## src/rtl/modrm16_pkg.sv

```systemverilog
package modrm16_pkg;

  typedef enum logic [2:0] {
    SEG_NONE = 3'd0,
    SEG_ES   = 3'd1,
    SEG_CS   = 3'd2,
    SEG_SS   = 3'd3,
    SEG_DS   = 3'd4,
    SEG_FS   = 3'd5,
    SEG_GS   = 3'd6
  } seg_e;

  typedef enum logic [1:0] {
    ST_MODRM = 2'd0,
    ST_DLO   = 2'd1,
    ST_DHI   = 2'd2
  } cst_e;

  // Number of displacement bytes that follow a given ModRM byte.
  function automatic logic [1:0] disp_bytes(input logic [7:0] m);
    logic [1:0] md;
    logic [2:0] rm;
    md = m[7:6];
    rm = m[2:0];
    case (md)
      2'd0:    disp_bytes = (rm == 3'd6) ? 2'd2 : 2'd0;
      2'd1:    disp_bytes = 2'd1;
      2'd2:    disp_bytes = 2'd2;
      default: disp_bytes = 2'd0;
    endcase
  endfunction

endpackage

```

## src/rtl/modrm16_collect.sv

```systemverilog
module modrm16_collect
  import modrm16_pkg::*;
(
  input  logic       clk,
  input  logic       rst,
  input  logic       in_valid,
  input  logic [7:0] in_byte,
  input  logic [2:0] seg_in,
  output logic       in_ready,
  output logic       done,
  output logic [7:0] modrm_o,
  output logic [7:0] dlo_o,
  output logic [7:0] dhi_o,
  output logic [2:0] seg_o,
  output logic [1:0] len_o
);

  cst_e       st;
  logic       ready_q;
  logic [7:0] modrm_r;
  logic [7:0] dlo_r;
  logic [2:0] seg_r;
  logic       acc;
  logic [1:0] need;

  assign in_ready = ready_q;

  always_comb begin
    acc     = in_valid & ready_q;
    modrm_o = (st == ST_MODRM) ? in_byte : modrm_r;
    seg_o   = (st == ST_MODRM) ? seg_in : seg_r;
    dlo_o   = (st == ST_DLO) ? in_byte : dlo_r;
    dhi_o   = in_byte;
    need    = disp_bytes(modrm_o);
    len_o   = need + 2'd1;
    done    = acc && (((st == ST_MODRM) && (need == 2'd0)) ||
                      ((st == ST_DLO) && (need == 2'd1)) ||
                      (st == ST_DHI));
  end

  always_ff @(posedge clk) begin
    if (rst) begin
      st      <= ST_MODRM;
      ready_q <= 1'b0;
      modrm_r <= '0;
      dlo_r   <= '0;
      seg_r   <= '0;
    end else begin
      ready_q <= 1'b1;
      if (acc) begin
        case (st)
          ST_MODRM: begin
            modrm_r <= in_byte;
            seg_r   <= seg_in;
            if (need != 2'd0) st <= ST_DLO;
          end
          ST_DLO: begin
            dlo_r <= in_byte;
            st    <= (need == 2'd2) ? ST_DHI : ST_MODRM;
          end
          default: st <= ST_MODRM;
        endcase
      end
    end
  end

endmodule

```

## src/rtl/modrm16_sum.sv

```systemverilog
module modrm16_sum
  import modrm16_pkg::*;
#(
  parameter int W = 16
) (
  input  logic [7:0]   modrm,
  input  logic [7:0]   dlo,
  input  logic [7:0]   dhi,
  input  logic [2:0]   seg_ovr,
  input  logic [W-1:0] bx,
  input  logic [W-1:0] bp,
  input  logic [W-1:0] si,
  input  logic [W-1:0] di,
  output logic [W-1:0] offset,
  output logic [2:0]   seg,
  output logic         invalid
);

  logic [1:0]   md;
  logic [2:0]   rm;
  logic         direct;
  logic         bp_form;
  logic [W-1:0] regsum;
  logic [W-1:0] disp;

  always_comb begin
    md     = modrm[7:6];
    rm     = modrm[2:0];
    direct = (md == 2'd0) && (rm == 3'd6);

    case (rm)
      3'd0:    regsum = bx + si;
      3'd1:    regsum = bx + di;
      3'd2:    regsum = bp + si;
      3'd3:    regsum = bp + di;
      3'd4:    regsum = si;
      3'd5:    regsum = di;
      3'd6:    regsum = bp;
      default: regsum = bx;
    endcase

    if (md == 2'd1)
      disp = W'($signed(dlo));
    else if ((md == 2'd2) || direct)
      disp = W'({dhi, dlo});
    else
      disp = '0;

    bp_form = ((rm == 3'd2) || (rm == 3'd3) || (rm == 3'd6)) && !direct;
    invalid = (md == 2'd3);

    if (invalid) begin
      offset = '0;
      seg    = SEG_NONE;
    end else begin
      offset = direct ? disp : (regsum + disp);
      if (seg_ovr != SEG_NONE) seg = seg_ovr;
      else if (bp_form)        seg = SEG_SS;
      else                     seg = SEG_DS;
    end
  end

endmodule

```

## src/rtl/modrm16_agen.sv

```systemverilog
module modrm16_agen
  import modrm16_pkg::*;
#(
  parameter int W = 16
) (
  input  logic         clk,
  input  logic         rst,
  input  logic         in_valid,
  output logic         in_ready,
  input  logic [7:0]   in_byte,
  input  logic [2:0]   seg_ovr,
  input  logic [W-1:0] reg_bx,
  input  logic [W-1:0] reg_bp,
  input  logic [W-1:0] reg_si,
  input  logic [W-1:0] reg_di,
  output logic         out_valid,
  output logic [W-1:0] out_offset,
  output logic [2:0]   out_seg,
  output logic [1:0]   out_len,
  output logic         out_invalid
);

  logic         done;
  logic [7:0]   c_modrm;
  logic [7:0]   c_dlo;
  logic [7:0]   c_dhi;
  logic [2:0]   c_seg;
  logic [1:0]   c_len;
  logic [W-1:0] s_offset;
  logic [2:0]   s_seg;
  logic         s_invalid;

  modrm16_collect i_collect (
    .clk      (clk),
    .rst      (rst),
    .in_valid (in_valid),
    .in_byte  (in_byte),
    .seg_in   (seg_ovr),
    .in_ready (in_ready),
    .done     (done),
    .modrm_o  (c_modrm),
    .dlo_o    (c_dlo),
    .dhi_o    (c_dhi),
    .seg_o    (c_seg),
    .len_o    (c_len)
  );

  modrm16_sum #(.W(W)) i_sum (
    .modrm   (c_modrm),
    .dlo     (c_dlo),
    .dhi     (c_dhi),
    .seg_ovr (c_seg),
    .bx      (reg_bx),
    .bp      (reg_bp),
    .si      (reg_si),
    .di      (reg_di),
    .offset  (s_offset),
    .seg     (s_seg),
    .invalid (s_invalid)
  );

  always_ff @(posedge clk) begin
    if (rst) begin
      out_valid   <= 1'b0;
      out_offset  <= '0;
      out_seg     <= '0;
      out_len     <= '0;
      out_invalid <= 1'b0;
    end else begin
      out_valid <= done;
      if (done) begin
        out_offset  <= s_offset;
        out_seg     <= s_seg;
        out_len     <= c_len;
        out_invalid <= s_invalid;
      end else begin
        out_invalid <= 1'b0;
      end
    end
  end

endmodule

```

## config.mk

```make
export PLATFORM = sky130hd
export DESIGN_NAME = modrm16_agen
export DESIGN_NICKNAME = d
export VERILOG_FILES = /design/src/rtl/modrm16_pkg.sv /design/src/rtl/modrm16_collect.sv /design/src/rtl/modrm16_sum.sv /design/src/rtl/modrm16_agen.sv
export SDC_FILE = /design/constraint.sdc
export NUM_CORES = 1
export LEC_CHECK = 0
export ABC_CLOCK_PERIOD_IN_PS = 8100
export BUFFER_PORTS_ARGS = -buffer_cell sky130_fd_sc_hd__buf_2
export CORE_MARGIN = 2
export CORE_UTILIZATION = 45
export CTS_BUF_LIST = sky130_fd_sc_hd__clkbuf_8
export DETAILED_ROUTE_END_ITERATION = 8
export GPL_TIMING_DRIVEN = 0
export PLACE_DENSITY = 0.74
export SLEW_MARGIN = 5
export SYNTH_ARGS = -nofsm -noshare
export SYNTH_HDL_FRONTEND = slang
export SYNTH_SLANG_ARGS = --single-unit
```

## constraint.sdc

```tcl
create_clock -name clk -period 8.1 [get_ports clk]
set_clock_uncertainty 0.1 [all_clocks]
set_input_delay 1.62 -clock clk [delete_from_list [all_inputs] [get_ports clk]]
set_output_delay 1.62 -clock clk [all_outputs]
set_load 0.005 [all_outputs]
```

==> results.md, run 1 <==
Timing:
- The hold violation count in the final report is 0.
- The clock period minus final worst setup slack is 7680 ps.
- The worst slew margin relative to its limit is 0.2810.
- For the pin with the worst max-slew slack, the measured transition is 1070 ps.
- The final period utilization is 0.9481.
- Setup repair after global routing left no endpoint under its margin.
- Timing would allow up to 130.2 MHz.
- The count of endpoints failing setup in the final report is 0.
- The number of max-slew violations in the final report is 0.

Power and ir drop:
- Of the total power, registers draw 0.254.
- Summed over all cells, the static leakage comes to 2.626 nW.
- Of the total power, the share spent switching nets is 0.4299.
- The internal power of the cells totals 0.5023 mW.
- The combinational group share of total power is 0.575.
- Overall power consumption after layout is estimated at 0.8811 mW.
- For this design the total switching power over the nets is 0.3788 mW.
- Across the VDD grid, the largest voltage drop is 0.09600 mV.
- In this run the power density over the cells is 147.9 mW/mm2.
- Of the total power, the clock network draws 0.171.

Drt:
- After detailed routing, the average wire length per cell comes to 16.87 um.
- Using the TritonRoute via totals, the vias-per-cell ratio works out to 5.994.
- The routed layout has 5694 vias.
- The overall routed net length is 16030 um.
- In this run, the number of DRC markers left after iteration 0 of detailed routing was 407.
- For this run, design rule violations remaining after detail routing come to 0.
- The pre-antenna-repair detailed-routing pass consisted of 5 iterations.
- The count of nets left with antenna violations once routing finished came out at 0.

Synth:
- The share of the synthesized area in the top cell type is 0.1624.
- Of the synthesized area, sequential elements account for 0.1624.
- The cell type contributing the most total cell area after synthesis is sky130_fd_sc_hd__dfxtp_1.
- The synthesized design contains 42 register bits.
- The count of warnings emitted by yosys is 0.
- The post-synthesis instance area is 0.005176 mm2.
- Ranked by total cell area, the synthesized netlist is headed by sky130_fd_sc_hd__dfxtp_1 (16%), sky130_fd_sc_hd__ha_1 (11%), sky130_fd_sc_hd__mux2_2 (6.7%).
- The number of distinct standard cells referenced by the synthesized netlist is 73.
- Counting every instance in the synthesized netlist gives 699.
- Yosys mapped a number of flops with a built-in enable equal to 0.
- Counting every net in the synthesized netlist gives 827.
- After synthesis, the share of flip-flops with an asynchronous set or reset is 0.
- The most frequently used flop master after synthesis is sky130_fd_sc_hd__dfxtp_1.
- Averaged over all synthesized cells, the footprint is 7.405 um2.

Worst setup path:
- The setup check on the worst reg-to-reg path leaves a slack of 1390 ps.
- On the worst path, the slowest cell contributes a delay of 510 ps.
- The cell family with the largest share of critical-path delay is compound AO/OA/AOI/OAI gates.
- In this run the worst path has a maximum fanout of 10.
- The type of element capturing the critical path is a register.
- Counting both buffers and inverters, the worst setup path holds a total of 3.
- At the worst endpoint, the required time is 8250 ps.
- STA classifies the critical path startpoint as an input pin.
- The cell with the biggest individual delay on the critical path is sky130_fd_sc_hd__or4b_1.
- The critical path arrival is 7830 ps.
- The kind of critical path is input pin to register.

Place:
- The half-perimeter wire length after placement is 12730 um.
- Including well taps, the total number of placed cells is 942.
- Buffers placed on the I/O ports in this run total 100.
- The placed instances occupy a cell area of 0.005856 mm2.
- The routability congestion estimate from global placement is 0.8973.

CTS:
- The tree is rooted in a sky130_fd_sc_hd__clkbuf_8.
- The number of buffers added for setup after CTS is 0.
- The number of gates resized after CTS was 0.
- The H-tree was split into 2 levels.
- Counting along the longest clock path gives a buffer depth of 2.
- For this design, the CTS-stage hold fixing added 0 buffers.
- The clock net in this run drives a total of 42 sinks.
- The clock insertion delay at the later pin of the skew report is 310 ps.
- TritonCTS built the clock tree.
- The clock-pin slew of the registers on the worst-case setup and hold paths is 90 ps.
- TritonCTS created 5 clock buffers.

Global routing:
- The number of global-route vias before repair is 5371.
- Global routing finished with a remaining overflow of 0.
- The aggregate global-route resource usage is 0.2505.
- The number of antenna violations at the first check in global routing is 0.
- The first global-routing pass estimated 25740 um of wire.
- The pin count of the biggest net entering global routing is 14.

Final layout:
- Excluding fillers, the count of instances in the completed layout stands at 950.
- The final layout contains 934 nets.
- Compared with the post-synthesis result, the final layout area differs by 15.13%.
- After routing the design area is 0.005959 mm2.
- The number of antenna diodes is 0.
- In the final layout, the share of cells above drive strength 1 is 0.2119.

Die:
- The horizontal die dimension is 111.3 um.
- The die extent in y is 111.3 um.
- After floorplanning, the core was sized to cover 0.01132 mm2.
- 102 I/O pins were placed.
- The die outline area is 0.01238 mm2.
- The initial core utilization is 0.4572.
- The row count is 39.

Outcome:
- The run finished with clean final reports.

Job:
- Across the run, the number of max-cap violations was 0.

Worst hold path:
- The type of the tightest min-delay check is register to register.
[cells in the final DEF, fill, tap and decap left out, types with 4 or more instances in the layout]
cell type / synthesis / layout
sky130_fd_sc_hd__clkbuf_8: 0 / 6
sky130_fd_sc_hd__nand2b_1: 6 / 6
sky130_fd_sc_hd__nor2b_1: 9 / 9
sky130_fd_sc_hd__clkbuf_1: 24 / 23
sky130_fd_sc_hd__a21oi_1: 63 / 63
sky130_fd_sc_hd__nor2_1: 87 / 86
sky130_fd_sc_hd__o21ai_0: 49 / 49
sky130_fd_sc_hd__a21o_1: 17 / 17
sky130_fd_sc_hd__or3_1: 12 / 12
sky130_fd_sc_hd__mux2i_1: 15 / 15
sky130_fd_sc_hd__a211oi_1: 14 / 14
sky130_fd_sc_hd__nand2_1: 81 / 81
sky130_fd_sc_hd__a22oi_1: 4 / 4
sky130_fd_sc_hd__nand3_1: 8 / 8
sky130_fd_sc_hd__ha_1: 47 / 47
sky130_fd_sc_hd__a221oi_1: 10 / 10
sky130_fd_sc_hd__or2_2: 4 / 4
sky130_fd_sc_hd__nor3_1: 15 / 15
sky130_fd_sc_hd__buf_2: 4 / 105
sky130_fd_sc_hd__mux2_2: 31 / 31
sky130_fd_sc_hd__and2_1: 5 / 5
sky130_fd_sc_hd__inv_1: 12 / 12
sky130_fd_sc_hd__xor2_1: 9 / 9
sky130_fd_sc_hd__o211ai_1: 4 / 4
sky130_fd_sc_hd__a31oi_1: 17 / 17
sky130_fd_sc_hd__xnor2_1: 28 / 28
sky130_fd_sc_hd__dfxtp_1: 42 / 42
sky130_fd_sc_hd__o21a_1: 8 / 8
[flip-flops by register name, indices dropped and copies added, names as in the netlist]
| name | cells |
|---|---|
| out_offset | 16 |
| out_seg | 3 |
| i_collect.seg_r | 3 |
| out_invalid | 1 |
| i_collect.in_ready | 1 |
| out_valid | 1 |
| i_collect.st | 2 |
| i_collect.modrm_r | 5 |
| out_len | 2 |
| i_collect.dlo_r | 8 |
[cells in the mapped netlist, drive strengths merged, types with 12 or more instances]
cell type  count
nor2          90
nand2         81
inv           12
dfxtp         42
a31oi         17
o21ai         51
mux2          32
a211oi        14
mux2i         16
a21oi         63
buf           12
xnor2         28
clkbuf        24
nor3          15
a21o          17
ha            47
or3           13
[power by group through the flow]
stage	Combinational, mW	Sequential, mW	Clock (mW)
5_1_grt	0.560	0.225	0.157
4_1_cts	0.499	0.224	0.148
3_3_place_gp	0.489	0.229	0
6_report	0.507	0.224	0.151
3_5_place_dp	0.496	0.229	0
2_1_floorplan	0.363	0.229	0
[final cells by class]
cell class	instances	area [um2]
fill	1153	5361
multi-input combinational	609	4131
sequential	42	840.8
timing repair buffer	100	500.5
tap	143	178.9
buffer	36	167.7
clock buffer	6	82.58
inverter	12	45.04
clock inverter	2	12.51
[tightest hold or removal path, stage by stage (launching register included)]
cell,delay (ps)
sky130_fd_sc_hd__dfxtp_1,320
sky130_fd_sc_hd__nand2_1,50
sky130_fd_sc_hd__o21ai_1,50
[logic make-up (layout without fill, tap and decap cells)]
kind of cell / Yosys count / count (layout) / synth area share
AOI/OAI and AO/OA: 223 / 223 / 0.2787
xor gates and xnor gates: 37 / 37 / 0.06261
muxes: 49 / 49 / 0.1064
and+or+nand+nor: 250 / 250 / 0.2238
adders and majority gates: 50 / 50 / 0.1252
buffers and inverters: 48 / 156 / 0.04085
DFF: 42 / 42 / 0.1624
[path summary, 6_finish.rpt]
check                                     start             end  cells after the start
worst max register to register  i_collect.st[1]  out_offset[15]                     27
worst min register to register   out_offset[14]  out_offset[14]                      2
worst max-delay path                 in_byte[2]  out_offset[15]                     28
worst min-delay path             out_offset[14]  out_offset[14]                      2
[per-stage QoR]
stage | TNS, ps | hold WS [ps] | worst slack (ps) | util
floorplan | 0 | 335.7 | 1048 | -
global placement | -187.5 | 331.7 | -187.5 | 0.5172
detailed placement | -211.5 | 340.6 | -211.5 | 0.5172
CTS | 0 | 358.1 | 75.58 | 0.5256
global route | 0 | 377.3 | 16.60 | 0.5264
finish | 0 | 353.9 | 420.4 | 0.5264
[layer usage]
| metal | vias to the layer above | track usage | routed length, um |
|---|---|---|---|
| met5 | - | 0 | 0 |
| met4 | 0 | 0.07490 | 397 |
| met3 | 31 | 0.04155 | 1131 |
| met2 | 218 | 0.4220 | 7519 |
| met1 | 2664 | 0.3290 | 6980 |
| li1 | 2781 | - | - |
Note: power is estimated with default switching activity, not from simulation.
==> run 2, diff against run 1 <==
Settings changed: CORE_ASPECT_RATIO set to 0.8, RECOVER_POWER set to 25.
==> run 2 against run 1 <==
- clock-buffer cell count decreased by 1
- sequential power about the same
- utilization increased by 0.095 points
- largest cell class unchanged
- cell area increased by 0.76%
- routed wire length decreased by 1.3%
- critical path depth decreased by 2
- via count decreased by 2.1%
- hold slack improved by 1.3 ps
==> results.md, run 2 (synthesis results as in run 1) <==
Outcome:
- The run finished with clean final reports.

Worst setup path:
- The endpoint identified for the worst register-to-register timing path is out_offset[15].
- The start point of the critical path is in_byte[1].
- In this run the worst setup path terminates at out_offset[15].
- The kind of critical path is input pin to register.
- The startpoint of the most critical register-to-register path is i_collect.st[0].
- The type of element capturing the critical path is a register.
- For this design, the slowest cell found on the critical path is sky130_fd_sc_hd__or4b_1.
- The worst stage delay on the critical path is 490 ps.
- The critical path crosses 26 cells after its start point.
- In this design, the largest share of critical-path delay is due to compound AO/OA/AOI/OAI gates.
- The maximum fanout count along the critical path is 10.
- For the worst setup path, the data required time is 8250 ps.
- For the worst flop-to-flop path, the logic depth is 29.
- The register-to-register setup slack is 1490 ps.
- The buffering stage count on the worst path with inverters included is 3.
- The critical path startpoint category is an input pin.
- The critical path arrival is 7750 ps.

Timing:
- The slew of the pin with the lowest slew margin is 765.4 ps.
- The worst slew margin relative to its limit is 0.4858.
- The clock period minus final worst setup slack is 7601 ps.
- The count of endpoints failing setup in the final report is 0.
- Setup repair after global routing left no endpoint under its margin.
- Across all hold checks on the routed design, the worst slack comes to 355.2 ps.
- The hold violation count in the final report is 0.
- Setup slack closes at 498.7 ps.
- The maximum achievable frequency is 131.6 MHz.
- Summed over all failing endpoints, the final setup total negative slack is 0 ps.
- The number of max-slew violations in the final report is 0.
- Of the available clock period, the critical path in the final layout requires 0.9384.

Place:
- The standard cell area after detailed placement is 0.005862 mm2.
- The worst-case setup slack after placement is -240.5 ps.
- The number of placed instances, taps included, is 947.
- The routability congestion estimate from global placement is 0.9617.
- Once detailed placement completed, the half-perimeter wirelength came to 12460 um.
- The count of input and output buffers is 100.

Final layout:
- The final core area utilization is 0.5274.
- Leaving out fill and tap cells, the most frequent cells in the layout are sky130_fd_sc_hd__buf_2 (98), sky130_fd_sc_hd__nor2_1 (86), sky130_fd_sc_hd__nand2_1 (81).
- The register with the most flip-flops in the layout has 16 of them.
- The number of nets in the layout is 934.
- Of the cells placed in the final design, the portion with a size suffix greater than 1 is 0.2057.
- Compared with the post-synthesis result, the final layout area differs by 16.00%.
- The largest registers in the layout are out_offset x16, i_collect.dlo_r x8, i_collect.modrm_r x5.
- out_offset holds more flip-flops than any other register.
- The most common library cell in the layout ignoring fill and taps is sky130_fd_sc_hd__buf_2.
- The count of cells in the finished layout, fillers not included, comes to 955.
- The post-route cell area is 0.006005 mm2.
- The repair_antennas step left the layout with diodes totalling 0.

Die:
- Measured along the y axis, the die boundary spans 99.93 um.
- The initial core utilization is 0.4546.
- 102 I/O pins were placed.
- The row count is 35.
- The core region is 0.01139 mm2.
- The die covers 0.01238 mm2.
- The floorplan step set the die width to 123.9 um.

CTS:
- The TritonCTS buffer count is 5.
- The maximum number of buffers from clock root to sink is 2.
- The number of hold buffers added after CTS is 0.
- TritonCTS built the clock tree.
- After clock tree synthesis, the clock-pin slew on the worst setup and hold paths is 90 ps.
- The number of clock sinks is 42.
- The H-tree depth is 2.
- The tree is rooted in a sky130_fd_sc_hd__clkbuf_8.
- The clock insertion delay at the later pin of the skew report is 300 ps.

Power and ir drop:
- The total leakage power is 2.621 nW.
- The design draws 0.9254 mW.
- IR analysis of the VDD net gives a maximum drop of 0.08764 mV.
- Dividing total power by cell area gives a power density of 154.1 mW/mm2.

Worst hold path:
- The tightest min-delay check is of the register to register type.

Drt:
- The number of iterations in the first detailed-routing pass is 5.
- In the routed design, unresolved DRC markers number 0.
- The overall routed net length is 15830 um.
- Using the TritonRoute via totals, the vias-per-cell ratio works out to 5.839.
- For this block, the initial DRC count from the detailed router was 541.
- The number of nets still failing antenna checks after routing is 0.
- For this block, the via count after detailed routing is 5576.
- Dividing the detail-routed wire length by the instance count gives 16.57 um.

Job:
- The tool flagged a number of max-cap violations equal to 0.

Global routing:
- The number of global-route vias before repair is 5132.
- The pin count of the biggest net entering global routing is 15.
- The aggregate global routing overflow is 0.
- The number of antenna violations at the first check in global routing was 0.
- The wire length of the first global-routing pass is 25490 um.
- The aggregate global-route resource usage is 0.2565.
==> run 2: cell types whose count changed in the layout (fill, tap and decap cells not counted), sizes merged <==
cell,delta
buf,-6
bufinv,+2
clkbuf,+5
clkinvlp,-1
==> run 2: worst min path at each step <==
stage | from | end | slack [ps] | cells past startpoint
floorplan | i_collect.dlo_r[0] | i_collect.dlo_r[0] | 340 | 2
global placement | out_seg[1] | out_seg[1] | 330 | 1
detailed placement | out_seg[1] | out_seg[1] | 330 | 1
CTS | out_seg[1] | out_seg[1] | 360 | 1
global route | out_seg[1] | out_seg[1] | 380 | 1
finish | out_seg[1] | out_seg[1] | 360 | 1
==> run 2: power by group <==
group          switching (mW)  leakage (nW)  internal (mW)
sequential            0.00692         0.342          0.217
combinational           0.284          2.21          0.215
clock                  0.0782        0.0683          0.124
total                   0.369          2.62          0.556
==> run 2: area by class of cell <==
cell class | count | area [um2]
buffer | 36 | 167.7
clock buffer | 5 | 68.82
clock inverter | 3 | 68.82
fill | 1133 | 5381
inverter | 12 | 45.04
multi-input combinational | 609 | 4135
sequential | 42 | 840.8
tap | 148 | 185.2
timing repair buffer | 100 | 493.0
==> run 2: repair_timing <==
item | 4_1_cts | 5_1_grt
endpoints found under the hold margin | 0 | 0
setup endpoints to repair | 0 | 2
buffers inserted | 0 | 0
gates resized for setup | 0 | 5
==> run 2: routing by layer <==
metal  vias to the layer above  part of all wire  GRT usage
li1                       2789                 -          -
met1                      2556              0.48     0.3809
met2                       207              0.43     0.3998
met3                        24             0.072    0.02727
met4                         0             0.015    0.05532
met5                         -                 0          0
